[src/rtl/spc_pkg.sv]
package spc_pkg;

    localparam int CFG_W        = 32;
    localparam int BIT_OSC_STOP = 0;
    localparam int BIT_CARD_FLT = 1;
    localparam int BIT_MEM_FLT  = 2;
    localparam int CFG_USED     = 3;

    // Stored configuration; packed so bit 0 is the oscillator stop enable.
    typedef struct packed {
        logic mem_flt;
        logic card_flt;
        logic osc_stop;
    } spc_cfg_t;

    typedef enum logic [1:0] {
        GRP_AWAKE = 2'd0,
        GRP_DRIVE = 2'd1,
        GRP_FLOAT = 2'd2
    } spc_grp_mode_t;

    function automatic spc_cfg_t cfg_from_word(input logic [CFG_W-1:0] w);
        spc_cfg_t c;
        c.osc_stop = w[BIT_OSC_STOP];
        c.card_flt = w[BIT_CARD_FLT];
        c.mem_flt  = w[BIT_MEM_FLT];
        return c;
    endfunction

    function automatic logic [CFG_W-1:0] cfg_to_word(input spc_cfg_t c);
        logic [CFG_W-1:0] w;
        w = '0;
        w[BIT_OSC_STOP] = c.osc_stop;
        w[BIT_CARD_FLT] = c.card_flt;
        w[BIT_MEM_FLT]  = c.mem_flt;
        return w;
    endfunction

    function automatic spc_grp_mode_t grp_mode(input logic asleep, input logic flt);
        if (!asleep) return GRP_AWAKE;
        return flt ? GRP_FLOAT : GRP_DRIVE;
    endfunction

endpackage

[src/rtl/spc_cfg_reg.sv]
module spc_cfg_reg
    import spc_pkg::*;
(
    input  logic             clk,
    input  logic             rst,
    input  logic             wdt_rst,
    input  logic             gpio_rst,
    input  logic             reg_we,
    input  logic [CFG_W-1:0] reg_wdata,
    output logic [CFG_W-1:0] reg_rdata,
    output spc_cfg_t         cfg
);
    spc_cfg_t cfg_q;
    logic     any_rst;

    assign any_rst = rst | wdt_rst | gpio_rst;

    always_ff @(posedge clk) begin
        if (any_rst)
            cfg_q <= '0;
        else if (reg_we)
            cfg_q <= cfg_from_word(reg_wdata);
    end

    assign cfg       = cfg_q;
    assign reg_rdata = cfg_to_word(cfg_q);

    // watchdog or GPIO reset clears the word, even against a write
    a_r3_soft_reset_clears: assert property (@(posedge clk) disable iff (rst)
        (wdt_rst || gpio_rst) |=> (reg_rdata[CFG_USED-1:0] == '0));

    // a write lands on the next read
    a_r1_write_visible: assert property (@(posedge clk) disable iff (rst)
        (reg_we && !wdt_rst && !gpio_rst) |=>
            (reg_rdata[CFG_USED-1:0] == $past(reg_wdata[CFG_USED-1:0])));

    // reserved bits stay zero after any write
    a_r2_reserved_zero: assert property (@(posedge clk) disable iff (rst)
        reg_we |=> (reg_rdata[CFG_W-1:CFG_USED] == '0));
endmodule

[src/rtl/spc_mem_mux.sv]
module spc_mem_mux
    import spc_pkg::*;
#(
    parameter int NCS = 6
) (
    input  logic           clk,
    input  logic           rst,
    input  logic           sleep_in,
    input  logic           flt,
    input  logic [NCS-1:0] func_cs,
    input  logic           func_we,
    input  logic           func_oe,
    input  logic [NCS-2:0] slp_cs,
    output logic [NCS-1:0] cs_o,
    output logic [NCS-1:0] cs_oe,
    output logic           we_o,
    output logic           we_oe,
    output logic           oe_o,
    output logic           oe_oe
);
    spc_grp_mode_t  mode;
    logic [NCS-1:0] cs_d, cs_en_d;
    logic           we_d, we_en_d, oe_d, oe_en_d;

    assign mode = grp_mode(sleep_in, flt);

    for (genvar i = 0; i < NCS; i++) begin : g_cs
        logic slp_level;
        if (i == 0) begin : g_forced
            assign slp_level = 1'b1;
        end else begin : g_prog
            assign slp_level = slp_cs[i-1];
        end
        always_comb begin
            unique case (mode)
                GRP_AWAKE: begin cs_d[i] = func_cs[i]; cs_en_d[i] = 1'b1; end
                GRP_DRIVE: begin cs_d[i] = slp_level;  cs_en_d[i] = 1'b1; end
                default:   begin cs_d[i] = 1'b0;       cs_en_d[i] = 1'b0; end
            endcase
        end
    end

    always_comb begin
        unique case (mode)
            GRP_AWAKE: begin
                we_d = func_we; we_en_d = 1'b1;
                oe_d = func_oe; oe_en_d = 1'b1;
            end
            GRP_DRIVE: begin
                we_d = 1'b1; we_en_d = 1'b1;
                oe_d = 1'b1; oe_en_d = 1'b1;
            end
            default: begin
                we_d = 1'b0; we_en_d = 1'b0;
                oe_d = 1'b0; oe_en_d = 1'b0;
            end
        endcase
    end

    always_ff @(posedge clk) begin
        if (rst) begin
            cs_o  <= '1; cs_oe <= '1;
            we_o  <= 1'b1; we_oe <= 1'b1;
            oe_o  <= 1'b1; oe_oe <= 1'b1;
        end else begin
            cs_o  <= cs_d;  cs_oe <= cs_en_d;
            we_o  <= we_d;  we_oe <= we_en_d;
            oe_o  <= oe_d;  oe_oe <= oe_en_d;
        end
    end

    // awake pins are enabled one clock later
    a_r4_mem_awake_enabled: assert property (@(posedge clk) disable iff (rst)
        !sleep_in |=> (&cs_oe && we_oe && oe_oe));

    // forced-high pins in driven sleep
    a_r5_mem_forced_high: assert property (@(posedge clk) disable iff (rst)
        (sleep_in && !flt) |=> (cs_o[0] && we_o && oe_o && &cs_oe));

    // floated group releases every pin
    a_r6_mem_float: assert property (@(posedge clk) disable iff (rst)
        (sleep_in && flt) |=> (cs_oe == '0 && !we_oe && !oe_oe));
endmodule

[src/rtl/spc_card_mux.sv]
module spc_card_mux
    import spc_pkg::*;
#(
    parameter int NCTL = 6,
    parameter int NSEL = 2
) (
    input  logic            clk,
    input  logic            rst,
    input  logic            sleep_in,
    input  logic            flt,
    input  logic [NCTL-1:0] func_ctl,
    input  logic [NCTL-1:0] slp_ctl,
    input  logic [NSEL-1:0] func_sel,
    input  logic [NSEL-1:0] slp_sel,
    input  logic [NSEL-1:0] addr_sel,
    output logic [NCTL-1:0] ctl_o,
    output logic [NCTL-1:0] ctl_oe,
    output logic [NSEL-1:0] sel_o,
    output logic [NSEL-1:0] sel_oe
);
    spc_grp_mode_t   mode;
    logic [NCTL-1:0] ctl_d, ctl_en_d;
    logic [NSEL-1:0] sel_d;

    assign mode = grp_mode(sleep_in, flt);

    always_comb begin
        unique case (mode)
            GRP_AWAKE: begin ctl_d = func_ctl; ctl_en_d = '1; sel_d = func_sel; end
            GRP_DRIVE: begin ctl_d = slp_ctl;  ctl_en_d = '1; sel_d = slp_sel;  end
            default:   begin ctl_d = '0;       ctl_en_d = '0; sel_d = addr_sel; end
        endcase
    end

    always_ff @(posedge clk) begin
        if (rst) begin
            ctl_o <= '1; ctl_oe <= '1;
            sel_o <= '1; sel_oe <= '1;
        end else begin
            ctl_o <= ctl_d; ctl_oe <= ctl_en_d;
            sel_o <= sel_d; sel_oe <= '1;
        end
    end

    // selects track the address bus while the controls float
    a_r8_sel_follows_addr: assert property (@(posedge clk) disable iff (rst)
        (sleep_in && flt) |=> (sel_o == $past(addr_sel) && ctl_oe == '0));

    // programmed levels reach the pins
    a_r7_card_drive: assert property (@(posedge clk) disable iff (rst)
        (sleep_in && !flt) |=> (ctl_o == $past(slp_ctl) && &ctl_oe));
endmodule

[src/rtl/spc_osc_gate.sv]
module spc_osc_gate (
    input  logic clk,
    input  logic rst,
    input  logic sleep_in,
    input  logic stop_en,
    input  logic slow_xtal_on,
    output logic fast_osc_run
);
    logic stop_req;

    assign stop_req = sleep_in & stop_en & slow_xtal_on;

    always_ff @(posedge clk) begin
        if (rst) fast_osc_run <= 1'b1;
        else     fast_osc_run <= ~stop_req;
    end

    // no slow crystal vetoes the stop request
    a_r9_xtal_veto: assert property (@(posedge clk) disable iff (rst)
        !slow_xtal_on |=> fast_osc_run);

    // awake chip keeps the oscillator running
    a_r9_awake_runs: assert property (@(posedge clk) disable iff (rst)
        !sleep_in |=> fast_osc_run);
endmodule

[src/rtl/sleep_pin_ctrl.sv]
module sleep_pin_ctrl
    import spc_pkg::*;
#(
    parameter int NCS  = 6,
    parameter int NCTL = 6,
    parameter int NSEL = 2
) (
    input  logic            clk,
    input  logic            rst,
    input  logic            wdt_rst,
    input  logic            gpio_rst,
    input  logic            reg_we,
    input  logic [31:0]     reg_wdata,
    output logic [31:0]     reg_rdata,
    input  logic            sleep_in,
    input  logic            slow_xtal_on,
    input  logic [NCS-1:0]  mem_func_cs,
    input  logic            mem_func_we,
    input  logic            mem_func_oe,
    input  logic [NCS-2:0]  mem_slp_cs,
    input  logic [NCTL-1:0] card_func_ctl,
    input  logic [NCTL-1:0] card_slp_ctl,
    input  logic [NSEL-1:0] card_func_sel,
    input  logic [NSEL-1:0] card_slp_sel,
    input  logic [NSEL-1:0] card_addr_sel,
    output logic [NCS-1:0]  mem_cs_o,
    output logic [NCS-1:0]  mem_cs_oe,
    output logic            mem_we_o,
    output logic            mem_we_oe,
    output logic            mem_oe_o,
    output logic            mem_oe_oe,
    output logic [NCTL-1:0] card_ctl_o,
    output logic [NCTL-1:0] card_ctl_oe,
    output logic [NSEL-1:0] card_sel_o,
    output logic [NSEL-1:0] card_sel_oe,
    output logic            fast_osc_run
);
    spc_cfg_t cfg;

    spc_cfg_reg u_cfg (
        .clk(clk), .rst(rst), .wdt_rst(wdt_rst), .gpio_rst(gpio_rst),
        .reg_we(reg_we), .reg_wdata(reg_wdata), .reg_rdata(reg_rdata),
        .cfg(cfg)
    );

    spc_mem_mux #(.NCS(NCS)) u_mem (
        .clk(clk), .rst(rst), .sleep_in(sleep_in), .flt(cfg.mem_flt),
        .func_cs(mem_func_cs), .func_we(mem_func_we), .func_oe(mem_func_oe),
        .slp_cs(mem_slp_cs),
        .cs_o(mem_cs_o), .cs_oe(mem_cs_oe), .we_o(mem_we_o), .we_oe(mem_we_oe),
        .oe_o(mem_oe_o), .oe_oe(mem_oe_oe)
    );

    spc_card_mux #(.NCTL(NCTL), .NSEL(NSEL)) u_card (
        .clk(clk), .rst(rst), .sleep_in(sleep_in), .flt(cfg.card_flt),
        .func_ctl(card_func_ctl), .slp_ctl(card_slp_ctl),
        .func_sel(card_func_sel), .slp_sel(card_slp_sel), .addr_sel(card_addr_sel),
        .ctl_o(card_ctl_o), .ctl_oe(card_ctl_oe),
        .sel_o(card_sel_o), .sel_oe(card_sel_oe)
    );

    spc_osc_gate u_osc (
        .clk(clk), .rst(rst), .sleep_in(sleep_in), .stop_en(cfg.osc_stop),
        .slow_xtal_on(slow_xtal_on), .fast_osc_run(fast_osc_run)
    );

    // hardware reset leaves every pin driven high and enabled
    a_r10_reset_pattern: assert property (@(posedge clk)
        rst |=> (&mem_cs_o && &mem_cs_oe && &card_ctl_oe && fast_osc_run));
endmodule

[config.mk]
export PLATFORM = sky130hd
export DESIGN_NAME = sleep_pin_ctrl
export DESIGN_NICKNAME = d
export VERILOG_FILES = /design/src/rtl/spc_pkg.sv /design/src/rtl/spc_cfg_reg.sv /design/src/rtl/spc_mem_mux.sv /design/src/rtl/spc_card_mux.sv /design/src/rtl/spc_osc_gate.sv /design/src/rtl/sleep_pin_ctrl.sv
export SDC_FILE = /design/constraint.sdc
export NUM_CORES = 1
export LEC_CHECK = 0
export ABC_AREA = 1
export BUFFER_PORTS_ARGS = -buffer_cell sky130_fd_sc_hd__buf_2
export CAP_MARGIN = 25
export CORE_MARGIN = 4
export CORE_UTILIZATION = 32
export CTS_CLUSTER_DIAMETER = 30
export DETAILED_ROUTE_END_ITERATION = 16
export GPL_ROUTABILITY_DRIVEN = 0
export MAX_ROUTING_LAYER = met4
export PLACE_DENSITY = 0.79
export SYNTH_ARGS = -nofsm -noshare
export SYNTH_HDL_FRONTEND = slang
export SYNTH_SLANG_ARGS = --single-unit
[constraint.sdc]
create_clock -name clk -period 0.9 [get_ports clk]
set_clock_uncertainty 0.05 [all_clocks]
set_input_delay 0.09 -clock clk [delete_from_list [all_inputs] [get_ports clk]]
set_output_delay 0.09 -clock clk [all_outputs]
set_load 0.1 [all_outputs]
==> results.md, run 1 <==
* DRT iter0 DRCs at 109
* CP cell instances: buf_12
* Time the final worst path needs with I/O delays and setup at 1.20 ns
* Number of standard cells in the final layout excluding fillers at 292
* Total Wirelength at 5.26 mm
* Worst r2r src: u_cfg.cfg[1]
* Commonest non-fill, non-tap cells in the layout: 39 x sky130_fd_sc_hd__buf_2, 37 x sky130_fd_sc_hd__dlygate4sd3_1, 34 x sky130_fd_sc_hd__buf_12
* Width of the chip at 66.9 um
* First-pass GRT wire length at 6.68 mm
* Count of cells along the worst hold path at 4
* Fin crit share at 1.34
* IO Count at 135
* Hold Crit Class: in2reg
* Layout cells sized above 1 at 0.541
* Clock tree from TritonCTS: done
* Max Root-Sink Buffers at 2
* Effective utilization at floorplan at 0.333
* Core Rows at 21
* Critical path launch point: u_mem.cs_oe[0]
* Antenna violations before repair at 0
* Slowest stage delay, CP at 0.52 ns
* Die Height at 66.9 um
* GRT Residual Overflow at 0
* Antenna viol nets, final at 0
* Synthesis-stage register bit count at 22
* Launching element type of the critical path: flip-flop
* HPWL Detailed at 2.62 mm
* Sink of the worst hold path: u_cfg.cfg[1]
* Number of iterations in the first detailed-routing pass at 4
* Detailed-route wire length per cell at 18.0 um
* HP Start: wdt_rst
* Synthesized cell area at 1110 um2
* CP delay by family, top: flip-flops
* Total negative slack at -7.20 ns
* Worst Path Max Fanout at 8
* Commonest non-fill, non-tap cell in the layout: sky130_fd_sc_hd__buf_2
* Total core area at 3340 um2
* Quantity of I/O buffers inserted on ports at 74
* R2r endpoint: u_card.ctl_o[0]
* Number of buffers created by CTS at 3
* Arrival time at the worst endpoint at 1.06 ns
* Req. time, crit path at 0.76 ns
* Net count reported at finish at 317
* Setup ws final at -0.303 ns
* Final-layout worst hold slack at 0.00667 ns
* R2R cell count at 5
* Yosys Warn Count at 0
* Syn Area/Cell at 7.88 um2
* Violations in the final reports: negative setup slack
* Pin count of the biggest net entering global routing at 16
* Via Count at 1303
* Via count of the first global-routing pass at 1265
* Cell Pwr Density at 1340 nW/um2
* Run status: complete, but fails checks
* Sequential share of the synthesized area at 0.396
* IR drop worst, VDD at 0.000549 V
* Clk_lat worst skew at 0.32 ns
* Number of H-tree levels at 1
* Worst path buffer plus inverter count at 1
* Count of mapped cells out of synthesis at 141
* LEAKAGE at 0.00117 uW
* Clock tree root driver cell: sky130_fd_sc_hd__clkbuf_4
* # DRC at 0
* Total clock sinks at 22
* Number of antenna repair diodes at 0
* Flop-to-flop setup slack at -0.13 ns
* Max-cap violations at 0
* Crit path capture type: primary output
* Number of hold-slack violations in the final timing report at 0
* Type of the worst setup path: reg2out
* Final count of negative-setup-slack endpoints at 49
* Slowest cell on crit path: sky130_fd_sc_hd__dfxtp_4
* Die Footprint at 4480 um2
* Unrepaired setup endpoints after global routing: true
* Total placed cells including tap cells at 245
* Fmax at 831 MHz
* Detail-routed via count per cell at 4.46
* Layout Area Growth over Synthesis at 120%
* Total global routing track utilization at 0.211
* Clock transition at the register clock pins on the worst setup and hold paths after CTS at 0.13 ns
* Final max-slew violation count at 0
* Library cells used by synthesis at 14
-- state kept, by name, summed over array words and instances, names as in the netlist --
signal              flops
u_card.ctl_o            6
u_mem.we_o              1
u_osc.fast_osc_run      1
u_mem.cs_oe             1
u_card.ctl_oe           1
u_cfg.cfg               3
u_mem.cs_o              6
u_mem.oe_o              1
u_card.sel_o            2
-- worst max path at each step --
stage | slack [ns] | depth (start not counted) | to
floorplan | -0.15 | 1 | mem_cs_oe[0]
global placement | 0.02 | 4 | u_card.sel_o[0]
detailed placement | -0.05 | 4 | u_card.sel_o[0]
CTS | -0.28 | 1 | mem_cs_oe[5]
global route | -0.33 | 1 | mem_cs_oe[1]
finish | -0.30 | 1 | mem_cs_oe[5]
-- through the flow --
step	utilization	setup slack (ns)	area, um2	power, uW
after floorplan	-	-0.148	1270	2230
after global placement	0.555	0.0162	1850	2460
after detailed placement	0.555	-0.0479	1850	2490
after CTS	0.699	-0.285	2330	3160
after global routing	0.732	-0.329	2440	3320
final	0.732	-0.303	2440	3270
-- layout make-up --
type                    count  area (um2)
clock buffers               4        36.3
repair buffers            121        1360
multi-input cells          95         495
inverters                   4        20.0
well taps                  46        57.6
flip-flops and latches     22         478
fillers                   188         895
-- metal layers --
layer  global-route usage  up-vias  routed length [um]  share of wire
met4                0.109        0                 200          0.038
li1                     -      583                   -              -
met2                0.387       96                2720           0.52
met3               0.0304       15                 489          0.093
met1                0.215      609                1860           0.35
met5                    -        -                   0              0
-- report_power, final --
group | switching [uW] | internal, uW | total [uW] | leakage [uW]
Sequential | 49.0 | 1020 | 1070 | 0.000180
Clock | 329 | 247 | 576 | 0.0000210
Combinational | 1180 | 431 | 1610 | 0.000967
-- Yosys cell counts, drive strengths merged --
library cell,count,share of area
a21oi,16,0.072
buf,49,0.33
conb,2,0.0068
dfxtp,22,0.40
inv,4,0.014
nand2,33,0.11
nand3,8,0.036
nand4,1,0.0056
nor2,3,0.015
o21ai,3,0.014
-- timing repair --
action / in CTS / in global routing
pin swaps: 1 / 15
gates resized for setup: 14 / 28
hold buffers: 38 / 0
setup endpoints to repair: 36 / 51
setup buffers: 3 / 5
endpoints found under the hold margin: 20 / 0
-- kinds of logic (layout without fill, tap and decap cells) --
family / Yosys count / count (layout) / synth area share
flip-flops: 22 / 22 / 0.396
other: 2 / 31 / 0.00676
buffers and inverters: 53 / 129 / 0.343
AO/OA/AOI/OAI: 19 / 19 / 0.0856
AND/OR/NAND/NOR: 45 / 45 / 0.168
Note: power is estimated with default switching activity, not from simulation.
==> run 2: changes to the inputs <==
--- a/config.mk
+++ b/config.mk
@@ -5,16 +5,15 @@
 export SDC_FILE = /design/constraint.sdc
 export NUM_CORES = 1
 export LEC_CHECK = 0
-export ABC_AREA = 1
 export BUFFER_PORTS_ARGS = -buffer_cell sky130_fd_sc_hd__buf_2
 export CAP_MARGIN = 25
-export CORE_MARGIN = 4
-export CORE_UTILIZATION = 32
+export CORE_MARGIN = 1.5
+export CORE_UTILIZATION = 34
 export CTS_CLUSTER_DIAMETER = 30
 export DETAILED_ROUTE_END_ITERATION = 16
 export GPL_ROUTABILITY_DRIVEN = 0
 export MAX_ROUTING_LAYER = met4
-export PLACE_DENSITY = 0.79
+export PLACE_DENSITY = 0.84
 export SYNTH_ARGS = -nofsm -noshare
 export SYNTH_HDL_FRONTEND = slang
 export SYNTH_SLANG_ARGS = --single-unit
==> constraint.sdc (replaced) <==
create_clock -name clk -period 1.4 [get_ports clk]
set_clock_uncertainty 0.05 [all_clocks]
set_input_delay 0.14 -clock clk [delete_from_list [all_inputs] [get_ports clk]]
set_output_delay 0.14 -clock clk [all_outputs]
set_load 0.1 [all_outputs]
==> results.md, run 2 <==
* Worst Path Max Fanout at 8
* Antenna viol nets, final at 0
* Slowest stage delay, CP at 0.43 ns
* Number of enable-type register cells in the synthesized netlist at 0
* Worst-Margin Slew at 0.569 ns
* Most area-hungry cell type in the Yosys netlist: sky130_fd_sc_hd__dfxtp_1
* Type of the worst setup path: reg2out
* DRT iter0 DRCs at 22
* Syn Area/Cell at 10.0 um2
* P_sw at 906 uW
* # DRC at 0
* Detail-routed via count per cell at 4.05
* Yosys Warn Count at 0
* Die Footprint at 3550 um2
* Total placed cells including tap cells at 208
* Flop-to-flop setup slack at 0.21 ns
* Pin count of the biggest net entering global routing at 15
* Commonest non-fill, non-tap cell in the layout: sky130_fd_sc_hd__buf_2
* Main area contributors after synthesis: sky130_fd_sc_hd__dfxtp_1 40%, sky130_fd_sc_hd__buf_4 32%, sky130_fd_sc_hd__a221o_1 9.2%
* Clk_lat worst skew at 0.30 ns
* Launching element type of the critical path: flip-flop
* Core Rows at 20
* Die Height at 59.6 um
* Clock transition at the register clock pins on the worst setup and hold paths after CTS at 0.13 ns
* Number of H-tree levels at 1
* LEAKAGE at 0.000759 uW
* Clock share of power at 0.190
* Slowest cell on crit path: sky130_fd_sc_hd__buf_2
* Internal power contribution at 958 uW
* IO Count at 135
* Library cells used by synthesis at 18
* GRT Residual Overflow at 0
* Predominant post-synthesis flop cell: sky130_fd_sc_hd__dfxtp_1
* Synthesis-stage register bit count at 22
* Number of buffers created by CTS at 3
* Max transition margin at 0.620
* Commonest non-fill, non-tap cells in the layout: 72 x sky130_fd_sc_hd__buf_2, 31 x sky130_fd_sc_hd__conb_1, 23 x sky130_fd_sc_hd__dlygate4sd3_1
* Layout Area Growth over Synthesis at 42.6%
* Post CTS Setup Buffer Count at 0
* Total global routing track utilization at 0.147
* Arrival time at the worst endpoint at 1.13 ns
* First-pass GRT wire length at 3.75 mm
* Share of synthesized flip-flops with an asynchronous set or reset at 0
* Net count reported at finish at 262
* Final max-slew violation count at 0
* Number of hold-slack violations in the final timing report at 0
* Max-cap violations at 0
* Post-synth top area share at 0.404
* Number of iterations in the first detailed-routing pass at 4
* Final count of negative-setup-slack endpoints at 0
* Max Root-Sink Buffers at 2
* Width of the chip at 59.6 um
* Run status: finished, final reports clean
* Fraction of power consumed by combinational cells at 0.452
* Total clock sinks at 22
* Sequential share of the synthesized area at 0.404
* Via Count at 952
* Fmax at 760 MHz
* Antenna violations before repair at 0
* Req. time, crit path at 1.21 ns
* Synthesized cell area at 1090 um2
* Fin crit share at 0.940
* Hold Crit Class: in2reg
* Most frequently used cell type in the post-synthesis netlist: sky130_fd_sc_hd__buf_4
* Flip-flop and latch area at 443 um2
* Power share of the sequential group at 0.358
* Total Wirelength at 2.67 mm
* CP delay by family, top: buffers and inverters
* Quantity of I/O buffers inserted on ports at 74
* Worst path buffer plus inverter count at 1
* Net Sw Frac at 0.486
* Layout cells sized above 1 at 0.440
* Clock tree from TritonCTS: done
* Number of standard cells in the final layout excluding fillers at 235
* Count of mapped cells out of synthesis at 109
* HPWL Detailed at 1.76 mm
* CP cell instances: buf_2
* Clock tree root driver cell: sky130_fd_sc_hd__clkbuf_4
* Total negative slack at 0 ns
* Time the final worst path needs with I/O delays and setup at 1.32 ns
* IR drop worst, VDD at 0.000678 V
* Cell Pwr Density at 1200 nW/um2
* Unrepaired setup endpoints after global routing: false
* Total area of multi-input combinational cells at 383 um2
* Crit path capture type: primary output
* Number of inserted filler cells in the final layout at 316
* Detailed-route wire length per cell at 11.4 um
* Number of antenna repair diodes at 0
* Most frequent cells after synthesis: 46 x sky130_fd_sc_hd__buf_4, 22 x sky130_fd_sc_hd__dfxtp_1, 10 x sky130_fd_sc_hd__a221o_1
* Via count of the first global-routing pass at 815
* Total core area at 3050 um2
* Effective utilization at floorplan at 0.357
[run 2: cell count changes in the layout (fill, tap and decap cells not counted), moves of 10 or more]
cell	before	now
sky130_fd_sc_hd__nand2_1	28	2
sky130_fd_sc_hd__a221o_1	0	10
sky130_fd_sc_hd__dlygate4sd3_1	37	23
sky130_fd_sc_hd__dfxtp_2	18	2
sky130_fd_sc_hd__buf_12	34	1
sky130_fd_sc_hd__a21oi_1	12	2
sky130_fd_sc_hd__buf_2	39	72
sky130_fd_sc_hd__dfxtp_1	0	20
[run 2: through the flow]
step / worst slack [ns] / utilization / hold WS, ns / cell area, um2 / power, uW
final: 0.0844 / 0.509 / 0.0111 / 1550 / 1860
after global routing: 0.0199 / 0.509 / 0.0113 / 1550 / 1940
after CTS: 0.0117 / 0.498 / 0.00270 / 1520 / 1870
after detailed placement: 0.210 / 0.421 / 0.285 / 1280 / 1470
after global placement: 0.234 / 0.421 / 0.280 / 1280 / 1470
after floorplan: 0.125 / - / 0.174 / 1200 / 1440
[run 2: layout make-up]
type                       count  share of cell area
inverter                       1             0.00242
timing repair buffer          99               0.407
clock buffer                   4              0.0233
sequential                    22               0.285
tap                           44              0.0354
multi-input combinational     65               0.246
[run 2: power groups by stage]
stage | Sequential [uW] | Combinational, uW | Clock (uW)
after detailed placement | 682 | 788 | 0
after floorplan | 918 | 522 | 0
after CTS | 668 | 831 | 372
final | 668 | 842 | 355
after global routing | 670 | 869 | 396
after global placement | 681 | 785 | 0
[run 2: cells by family (layout without fill, tap and decap cells)]
| logic type | count (synthesis) | in the layout | share of synthesized area |
|---|---|---|---|
| AO/OA/AOI/OAI | 16 | 16 | 0.133 |
| buffers and inverters | 51 | 104 | 0.344 |
| flip-flops | 22 | 22 | 0.404 |
| multiplexers | 5 | 5 | 0.0459 |
| other | 2 | 31 | 0.00689 |
| AND/OR/NAND/NOR | 13 | 13 | 0.0654 |
[run 2: layer usage]
| metal | share of wire | vias up | track usage | wire (um) |
|---|---|---|---|---|
| met5 | 0 | - | - | 0 |
| met4 | 0.0090 | 0 | 0.0476 | 24 |
| met3 | 0.065 | 2 | 0.0284 | 175 |
| met2 | 0.54 | 59 | 0.268 | 1450 |
| met1 | 0.38 | 432 | 0.158 | 1030 |
| li1 | - | 459 | - | - |
[run 2: final timing paths]
path / cells past startpoint / startpoint / endpoint
min: 3 / reg_wdata[1] / u_cfg.cfg[1]
max reg2reg: 2 / u_cfg.cfg[2] / u_mem.cs_o[5]
max: 1 / u_mem.cs_oe[0] / mem_cs_oe[5]
min reg2reg: 1 / u_cfg.cfg[0] / u_osc.fast_osc_run
[run 2: repair_timing]
| item | in CTS | in global routing |
|---|---|---|
| endpoints found under the hold margin | 13 | 2 |
| resized for setup | 0 | 1 |
| setup endpoints to repair | 0 | 1 |
| hold buffers | 20 | 3 |
==> run 3: changes to the inputs <==
--- a/config.mk
+++ b/config.mk
@@ -14,6 +14,7 @@
 export GPL_ROUTABILITY_DRIVEN = 0
 export MAX_ROUTING_LAYER = met4
 export PLACE_DENSITY = 0.84
+export REMOVE_ABC_BUFFERS = 1
 export SYNTH_ARGS = -nofsm -noshare
 export SYNTH_HDL_FRONTEND = slang
 export SYNTH_SLANG_ARGS = --single-unit
==> results.md, run 3 (same netlist as run 2, synthesis figures left out) <==
* Run status: finished, final reports clean
* DRT iter0 DRCs at 13
* Flop-to-flop setup slack at 0.22 ns
* Slowest stage delay, CP at 0.47 ns
* Time the final worst path needs with I/O delays and setup at 1.40 ns
* Total clock sinks at 22
* Number of H-tree levels at 1
* Sink of the worst hold path: u_card.ctl_o[3]
* P_sw at 880 uW
* Antenna violations before repair at 0
* Width of the chip at 59.6 um
* Unrepaired setup endpoints after global routing: true
* Net count reported at finish at 249
* LEAKAGE at 0.000708 uW
* Commonest non-fill, non-tap cells in the layout: 72 x sky130_fd_sc_hd__buf_2, 31 x sky130_fd_sc_hd__conb_1, 22 x sky130_fd_sc_hd__dfxtp_1
* Total global routing track utilization at 0.118
* IR drop worst, VDD at 0.000631 V
* Req. time, crit path at 1.21 ns
* Core Rows at 20
* Power share of the sequential group at 0.369
* Fmax at 715 MHz
* Worst r2r src: u_cfg.cfg[2]
* HPWL Detailed at 1.76 mm
* Type of the worst setup path: reg2out
* Total core area at 3050 um2
* GRT Residual Overflow at 0
* Number of hold-slack violations in the final timing report at 0
* CP delay by family, top: buffers and inverters
* Final count of negative-setup-slack endpoints at 0
* Clock tree from TritonCTS: done
* Internal power contribution at 934 uW
* Total placed cells including tap cells at 207
* Fin crit share at 0.998
* Count of cells along the worst hold path at 2
* Final-layout worst hold slack at 0.0143 ns
* Max Root-Sink Buffers at 2
* Layout cells sized above 1 at 0.455
* Clk_lat worst skew at 0.29 ns
* Number of inserted filler cells in the final layout at 304
* Clock transition at the register clock pins on the worst setup and hold paths after CTS at 0.11 ns
* Max transition margin at 0.618
* Die Footprint at 3550 um2
* Final max-slew violation count at 0
* Total area of multi-input combinational cells at 383 um2
* Clock tree root driver cell: sky130_fd_sc_hd__clkbuf_4
* Detail-routed via count per cell at 4.03
* Post CTS Setup Buffer Count at 0
* Total negative slack at 0 ns
* Antenna viol nets, final at 0
* Final core utilization at 0.466
* Number of antenna repair diodes at 0
* Total Wirelength at 2.45 mm
* Net Sw Frac at 0.485
* Flip-flop and latch area at 440 um2
* Via Count at 895
* Crit path capture type: primary output
* R2r endpoint: u_mem.cs_o[3]
* Launching element type of the critical path: flip-flop
* Hold Crit Class: in2reg
* Fraction of power consumed by combinational cells at 0.447
* Worst-Margin Slew at 0.572 ns
* HP Start: card_slp_ctl[3]
* Post-Place Setup Slack at 0.229 ns
* First-pass GRT wire length at 3.05 mm
* Detailed-route wire length per cell at 11.0 um
* CP cell instances: buf_2
* Commonest non-fill, non-tap cell in the layout: sky130_fd_sc_hd__buf_2
* Effective utilization at floorplan at 0.357
* Number of iterations in the first detailed-routing pass at 4
* IO Count at 135
* Worst path buffer plus inverter count at 1
* Crit path depth at 1
* Quantity of I/O buffers inserted on ports at 74
* Arrival time at the worst endpoint at 1.21 ns
* Slowest cell on crit path: sky130_fd_sc_hd__buf_2
* Max-cap violations at 0
* Setup ws final at 0.00220 ns
* Worst Path Max Fanout at 8
* Pin count of the biggest net entering global routing at 19
* Cell Pwr Density at 1270 nW/um2
* Via count of the first global-routing pass at 714
* Number of buffers created by CTS at 3
* Clock share of power at 0.184
* # DRC at 0
* Number of standard cells in the final layout excluding fillers at 222
* Layout Area Growth over Synthesis at 30.7%
* R2R cell count at 2
* Die Height at 59.6 um
-- run 3: changes by cell type in the layout (fill, tap and decap cells not counted) --
| cell | change |
|---|---|
| sky130_fd_sc_hd__dfxtp_1 | +2 |
| sky130_fd_sc_hd__dlygate4sd3_1 | -12 |
| sky130_fd_sc_hd__dfxtp_2 | -2 |
| sky130_fd_sc_hd__buf_4 | -1 |
-- run 3: per-stage QoR --
stage | instance area, um2 | total power (uW)
after floorplan | 827 | 1350
after global placement | 1270 | 1460
after detailed placement | 1270 | 1470
after CTS | 1360 | 1820
after global routing | 1420 | 1890
final | 1420 | 1810
-- run 3: how the worst max path moves through the flow --
stage | from | to | slack [ns]
finish | u_mem.cs_oe[0] | mem_cs_oe[0] | 0.002
global route | u_mem.cs_oe[0] | mem_cs_oe[0] | -0.08
CTS | u_mem.cs_oe[0] | mem_cs_oe[5] | -0.02
detailed placement | sleep_in | u_mem.cs_o[3] | 0.23
global placement | sleep_in | u_mem.cs_o[2] | 0.19
floorplan | u_mem.cs_oe[0] | mem_cs_oe[0] | -4.21
-- run 3: metal layers --
layer | global-route usage | part of all wire | up-vias
met4 | 0.0571 | 0.0061 | 0
met5 | - | 0 | -
met2 | 0.224 | 0.50 | 69
met1 | 0.111 | 0.36 | 391
li1 | - | - | 433
met3 | 0.0262 | 0.13 | 2
-- run 3: power by group through the flow --
stage               clock network [uW]  logic (uW)  registers [uW]
global route                       381         834             674
global placement                     0         783             682
CTS                                355         796             668
finish                             334         810             670
floorplan                            0         409             945
detailed placement                   0         785             683
-- run 3: timing repair --
action | 4_1_cts | 5_1_grt
endpoints found under the setup margin | 8 | 8
hold endpoints to repair | 5 | 4
pin swaps | 0 | 0
gates resized for setup | 0 | 1
hold buffers | 5 | 6
-- run 3: layout make-up --
type / instances / share of cell area
well taps: 44 / 0.0387
inverters: 1 / 0.00264
multi-input cells: 65 / 0.269
flip-flops and latches: 22 / 0.309
clock buffers: 4 / 0.0255
repair buffers: 86 / 0.355
